## src/rtl/cnt_pkg.sv

```systemverilog
// Package: shared definitions for the cascadable counter.
// Assumes: nothing beyond IEEE 1800-2017.
package cnt_pkg;
    localparam int NIBBLE_W = 4;

    // Operation selected for one clock edge, in priority order.
    typedef enum logic [1:0] {
        OP_HOLD  = 2'd0,
        OP_COUNT = 2'd1,
        OP_LOAD  = 2'd2,
        OP_CLEAR = 2'd3
    } cnt_op_e;
endpackage

```

## src/rtl/cnt_ctrl.sv

```systemverilog
// Module: cnt_ctrl
// Picks the operation for the next edge from the control pins.
// Priority: clear, then load, then count, then hold.
// Assumes: all inputs are synchronous to the stage clock.
module cnt_ctrl
    import cnt_pkg::*;
(
    input  logic    clr_n,
    input  logic    load_n,
    input  logic    en_p,
    input  logic    en_t,
    output cnt_op_e op
);
    // Priority decode of the control pins.
    always_comb begin
        if (!clr_n) begin
            op = OP_CLEAR;
        end else if (!load_n) begin
            op = OP_LOAD;
        end else if (en_p && en_t) begin
            op = OP_COUNT;
        end else begin
            op = OP_HOLD;
        end
    end
endmodule

```

## src/rtl/cnt_carry.sv

```systemverilog
// Module: cnt_carry
// Terminal-count decode of one stage: high when the enable is high
// and the stage value is all ones. It is a NOR of the inverted bits,
// taken from registered state only.
// Assumes: q comes straight from flip-flops.
module cnt_carry #(
    parameter int W = 4
) (
    input  logic [W-1:0] q,
    input  logic         en_t,
    output logic         carry
);
    // All-ones detect gated by the trickle enable.
    always_comb begin
        carry = en_t & ~(|(~q));
    end
endmodule

```

## src/rtl/cnt_stage.sv

```systemverilog
// Module: cnt_stage
// One W-bit counter stage: a register, its priority control and its
// carry decode. Stages are chained by feeding one stage's carry into
// the en_t of the next.
// Assumes: clr_n is synchronous and also serves as reset.
module cnt_stage
    import cnt_pkg::*;
#(
    parameter int W = 4
) (
    input  logic         clk,
    input  logic         clr_n,
    input  logic         load_n,
    input  logic         en_p,
    input  logic         en_t,
    input  logic [W-1:0] din,
    output logic [W-1:0] q,
    output logic         carry
);
    cnt_op_e op;
    logic    clr_seen;

    cnt_ctrl u_ctrl (
        .clr_n  (clr_n),
        .load_n (load_n),
        .en_p   (en_p),
        .en_t   (en_t),
        .op     (op)
    );

    cnt_carry #(.W(W)) u_carry (
        .q     (q),
        .en_t  (en_t),
        .carry (carry)
    );

    // State register: applies the selected operation on the rising edge.
    always_ff @(posedge clk) begin
        unique case (op)
            OP_CLEAR: q <= '0;
            OP_LOAD:  q <= din;
            OP_COUNT: q <= q + W'(1);
            default:  q <= q;
        endcase
    end

    // Remembers that a clear was applied on the previous edge.
    always_ff @(posedge clk) begin
        clr_seen <= !clr_n;
    end

    // a clear on the previous edge leaves the stage at zero.
    always_ff @(posedge clk) begin
        if (clr_seen) begin
            p_clear_zero_r1: assert (q == '0)
                else $error("stage not zero after clear");
        end
    end

    // load takes the data whatever the enables are.
    p_load_data_r2: assert property (@(posedge clk) disable iff (!clr_n)
        !load_n |=> q == $past(din));

    // both enables high increments the stage by one.
    p_count_step_r3: assert property (@(posedge clk) disable iff (!clr_n)
        (load_n && en_p && en_t) |=> q == W'($past(q) + W'(1)));

    // either enable low holds the stage.
    p_hold_value_r4: assert property (@(posedge clk) disable iff (!clr_n)
        (load_n && !(en_p && en_t)) |=> $stable(q));
endmodule

```

## src/rtl/cascade_counter.sv

```systemverilog
// Module: cascade_counter
// STAGES counter stages of 4 bits each, chained through their ripple
// carries into one synchronous counter of 4*STAGES bits. en_p reaches
// every stage; en_t enters stage 0 and each stage's carry drives the
// next stage's en_t.
// Assumes: clr_n is held low for at least one edge after power-up.
module cascade_counter
    import cnt_pkg::*;
#(
    parameter int STAGES = 3
) (
    input  logic                         clk,
    input  logic                         clr_n,
    input  logic                         load_n,
    input  logic                         en_p,
    input  logic                         en_t,
    input  logic [NIBBLE_W*STAGES-1:0]   data_in,
    output logic [NIBBLE_W*STAGES-1:0]   count,
    output logic                         ripple_out
);
    localparam int TOTAL_W = NIBBLE_W * STAGES;

    logic [STAGES:0] t_chain;

    // Head of the trickle chain is the external enable.
    always_comb begin
        t_chain[0] = en_t;
    end

    for (genvar s = 0; s < STAGES; s++) begin : g_stage
        cnt_stage #(.W(NIBBLE_W)) u_stage (
            .clk    (clk),
            .clr_n  (clr_n),
            .load_n (load_n),
            .en_p   (en_p),
            .en_t   (t_chain[s]),
            .din    (data_in[s*NIBBLE_W +: NIBBLE_W]),
            .q      (count[s*NIBBLE_W +: NIBBLE_W]),
            .carry  (t_chain[s+1])
        );
    end

    // Ripple carry of the whole word is the top stage's carry.
    always_comb begin
        ripple_out = t_chain[STAGES];
    end

    // carry out only with en_t high and the full word at maximum.
    p_carry_full_r5: assert property (@(posedge clk) disable iff (!clr_n)
        ripple_out |-> (en_t && (count == {TOTAL_W{1'b1}})));

    // counting from the maximum wraps the whole word to zero.
    p_wrap_zero_r6: assert property (@(posedge clk) disable iff (!clr_n)
        (load_n && en_p && en_t && count == {TOTAL_W{1'b1}}) |=> count == '0);

    // en_p low does not remove the carry at the maximum.
    p_carry_p_free_r8: assert property (@(posedge clk) disable iff (!clr_n)
        (!en_p && en_t && count == {TOTAL_W{1'b1}}) |-> ripple_out);
endmodule

```

## config.mk

```make
export PLATFORM = sky130hd
export DESIGN_NAME = cascade_counter
export DESIGN_NICKNAME = d
export VERILOG_FILES = /design/src/rtl/cnt_pkg.sv /design/src/rtl/cnt_ctrl.sv /design/src/rtl/cnt_carry.sv /design/src/rtl/cnt_stage.sv /design/src/rtl/cascade_counter.sv
export SDC_FILE = /design/constraint.sdc
export NUM_CORES = 1
export LEC_CHECK = 0
export ABC_CLOCK_PERIOD_IN_PS = 1600
export BUFFER_PORTS_ARGS = -buffer_cell sky130_fd_sc_hd__buf_4
export CORE_MARGIN = 4
export CORE_UTILIZATION = 43
export CTS_CLUSTER_DIAMETER = 60
export CTS_CLUSTER_SIZE = 25
export DETAILED_ROUTE_END_ITERATION = 8
export HOLD_SLACK_MARGIN = 0.05
export PLACE_DENSITY_LB_ADDON = 0.1
export SLEW_MARGIN = 20
export SYNTH_ARGS = -nofsm -noshare
export SYNTH_HDL_FRONTEND = slang
export SYNTH_SLANG_ARGS = --single-unit
```

## constraint.sdc

```tcl
create_clock -name clk -period 1.6 [get_ports clk]
set_input_delay 0.08 -clock clk [delete_from_list [all_inputs] [get_ports clk]]
set_output_delay 0.08 -clock clk [all_outputs]
set_load 0.01 [all_outputs]
```

==> flow_summary.json <==
{
  "finalCritPeriodShare_pct": 101,
  "cts.sinks": 12,
  "power.switching_mw": 0.232,
  "largest_reg_flops": 12,
  "finalMaxSlewViolations": 0,
  "leakage_nw": 0.529,
  "netlist_top_cells_count": "12 x edfxtp_1, 7 x nand2b_1, 6 x ha_1, 6 x nand2_1",
  "register_area_um2": 360,
  "drt-total-wl_um": 2000,
  "insertion_delay_ns": 0.27,
  "critical_path_class": "reg -> reg",
  "yosysWarnings": 0,
  "hold_class": "in -> reg",
  "switching_share_pct": 28.3,
  "required_ns": 1.63,
  "gr-total-overflow": 0,
  "rsz0062_at_grt": "yes",
  "synthArstFlopShare_pct": 0,
  "dr.pass1.iters": 5,
  "post-route-worst-setup-slack_ns": -0.0138,
  "p_int_mw": 0.588,
  "ir_drop_v": 0.000556,
  "p_per_area_mw_per_mm2": 657,
  "via_per_inst": 5.24,
  "synth_nets": 99,
  "die_area_mm2": 0.00270,
  "ioPinCount": 30,
  "dp_hpwl_um": 1520,
  "p_seq_share_pct": 48.9,
  "synth.most_common_cell": "edfxtp_1",
  "fmax_mhz": 620,
  "ant_nets": 0,
  "first_iter_violations": 24,
  "slew_headroom_pct": 83.9,
  "grt_pass1_vias": 711,
  "vias": 744,
  "seq_area_frac_synth_pct": 43.4,
  "synthToLayoutAreaGrowth_pct": 50.4,
  "layout_min_cycle_time_ns": 1.61,
  "cts-root-buf": "clkbuf_4",
  "io_buffers": 29,
  "synth_area_leaders": "edfxtp_1 43%, ha_1 9.0%, nand2b_1 5.3%",
  "rr_endpoint": "g_stage[1].u_stage.q[3]",
  "startpoint_type": "flop",
  "synth_top_area_cell": "edfxtp_1",
  "clk_pin_slew_worst_paths_ns": 0.08,
  "drcViolationCount": 0,
  "met1_length_um": 819,
  "critPathBufInv": 1,
  "cp_max_fo": 5,
  "reg_top3": "g_stage.u_stage.q: 12 flops",
  "top_layer": "met3",
  "hold_depth": 2,
  "skew_ns": 0.00586,
  "path_cells": "ha_4 -> nand3_4 -> o31ai_4 -> buf_4 -> ha_4 -> nand2b_4 -> o22ai_2",
  "fin_nets": 141,
  "cts_buffer_depth": 2,
  "whs_endpoint": "g_stage[2].u_stage.q[0]",
  "n_fill_cell": 140,
  "cpMostUsedCell": "ha_4",
  "place_congestion": 0.839,
  "synth_edf_count": 12,
  "violations": "setup timing",
  "cap_violations": 0,
  "die_y_um": 51.9,
  "synth_top_area_share_pct": 43.4,
  "p_clk_share_pct": 24.1,
  "crit_family": "adder cells",
  "wire_per_inst_um": 14.0,
  "cp-end-kind": "flop",
  "syn_avg_cell_area_um2": 10.9,
  "status": "finished, violations left",
  "drive_above_1_share_pct": 51.3,
  "wl_met3_um": 137,
  "rr_worst_depth": 7,
  "die_w_um": 51.9,
  "start_util_pct": 46.5,
  "setup_violations": 2,
  "grt_pass1_wl_um": 3090,
  "final_util_pct": 70.0,
  "p_comb_share_pct": 27.0,
  "track_usage_pct": 15.6,
  "syn_area_um2": 830,
  "timing.rr.start": "g_stage[0].u_stage.q[1]",
  "largest-register": "g_stage.u_stage.q",
  "rows": 15,
  "synthFlopType": "edfxtp_1",
  "syn_inst": 76,
  "num_antenna_cells": 0,
  "worstPathArrival_ns": 1.64,
  "ctsHtreeMaxLevel": 1,
  "ys_ff_latch": 12,
  "min-delay-start": "data_in[8]",
  "synth_cell_types": 33,
  "cp_slowest_cell": "edfxtp_1",
  "cts_tree": "yes",
  "r2r_slack_ns": -0.01,
  "grt_max_degree": 12,
  "dp_slack_ns": -0.0416,
  "max_stage_delay_ns": 0.44,
  "cts_made_buffers": 3,
  "hold_viol_final": 0,
  "multiInputGateArea_um2": 518,
  "fp.coreArea_mm2": 0.00178,
  "tightest_slew_ns": 0.241,
  "wl_met2_um": 1040,
  "antenna_found_initial": 0
}
## per-stage QoR
| step | hold WS, ns | cells | total power [mW] | area [µm²] | setup TNS (ns) |
|---|---|---|---|---|---|
| floorplan | 0.265 | 76 | 0.498 | 853 | -0.0533 |
| global placement | 0.363 | 135 | 0.601 | 1140 | 0 |
| detailed placement | 0.376 | 135 | 0.604 | 1140 | -0.0619 |
| CTS | 0.0906 | 140 | 0.801 | 1180 | 0 |
| global route | 0.0837 | 142 | 0.867 | 1250 | -0.301 |
| finish | 0.0942 | 142 | 0.820 | 1250 | -0.0195 |
## worst max-delay path by stage
stage                       startpoint                      end  slack, ns  cells after the start
5_1_grt        g_stage[0].u_stage.q[1]  g_stage[1].u_stage.q[3]      -0.09                      7
4_1_cts        g_stage[0].u_stage.q[1]  g_stage[1].u_stage.q[1]     0.0003                      7
3_5_place_dp   g_stage[0].u_stage.q[1]  g_stage[1].u_stage.q[2]      -0.04                      7
2_1_floorplan  g_stage[0].u_stage.q[1]  g_stage[1].u_stage.q[1]      -0.03                      7
6_report       g_stage[0].u_stage.q[1]  g_stage[1].u_stage.q[3]      -0.01                      7
3_3_place_gp   g_stage[0].u_stage.q[0]  g_stage[1].u_stage.q[2]       0.04                      7
## cells in the final DEF (no fill, tap or decap), drive strengths merged
| master | instances |
|---|---|
| a21boi | 3 |
| a21oi | 1 |
| a22oi | 2 |
| a31oi | 1 |
| a32o | 2 |
| and2 | 1 |
| and3 | 1 |
| and4 | 1 |
| buf | 39 |
| clkbuf | 3 |
| clkinv | 1 |
| edfxtp | 12 |
| ha | 6 |
| inv | 5 |
| nand2 | 6 |
| nand2b | 7 |
| nand3 | 4 |
| nand4 | 3 |
| nand4b | 1 |
| nor2 | 2 |
| nor2b | 2 |
| nor3 | 2 |
| nor4 | 1 |
| o21a | 1 |
| o21ai | 1 |
| o22ai | 1 |
| o31ai | 3 |
| xnor2 | 1 |
| xor2 | 4 |
## power by group through the flow
| stage | Sequential, mW | Combinational [mW] | Clock [mW] |
|---|---|---|---|
| 2_1_floorplan | 0.421 | 0.0777 | 0 |
| 3_3_place_gp | 0.408 | 0.193 | 0 |
| 3_5_place_dp | 0.409 | 0.195 | 0 |
| 4_1_cts | 0.401 | 0.200 | 0.200 |
| 5_1_grt | 0.405 | 0.240 | 0.223 |
| 6_report | 0.401 | 0.221 | 0.197 |
## kinds of logic after synthesis
kind of cell    Yosys count  share of synthesized area [%]
buf+inv                   7                           3.77
xor+xnor                  5                           5.28
compound gates           15                           13.9
flops                    12                           43.4
simple gates             31                           24.6
fa+ha+maj                 6                           9.05
## layer usage
metal / vias to the layer above / GRT usage [%]
met5: - / 0
met4: 0 / 6.11
met3: 0 / 3.72
met2: 24 / 25.1
met1: 354 / 19.8
li1: 366 / -
## layout make-up
class	instances	share of cell area (%)
clock inverter	1	0.301
tap	25	2.51
timing repair buffer	39	23.5
multi-input combinational	57	41.5
inverter	5	1.50
sequential	12	28.9
clock buffer	3	1.81
## timing repair
item                       CTS  global route
setup endpoints to repair    3            13
buffers inserted             1             2
gates resized for setup      2             9
hold buffers                 0             0
No activity file was read; power rests on OpenSTA's default activity.
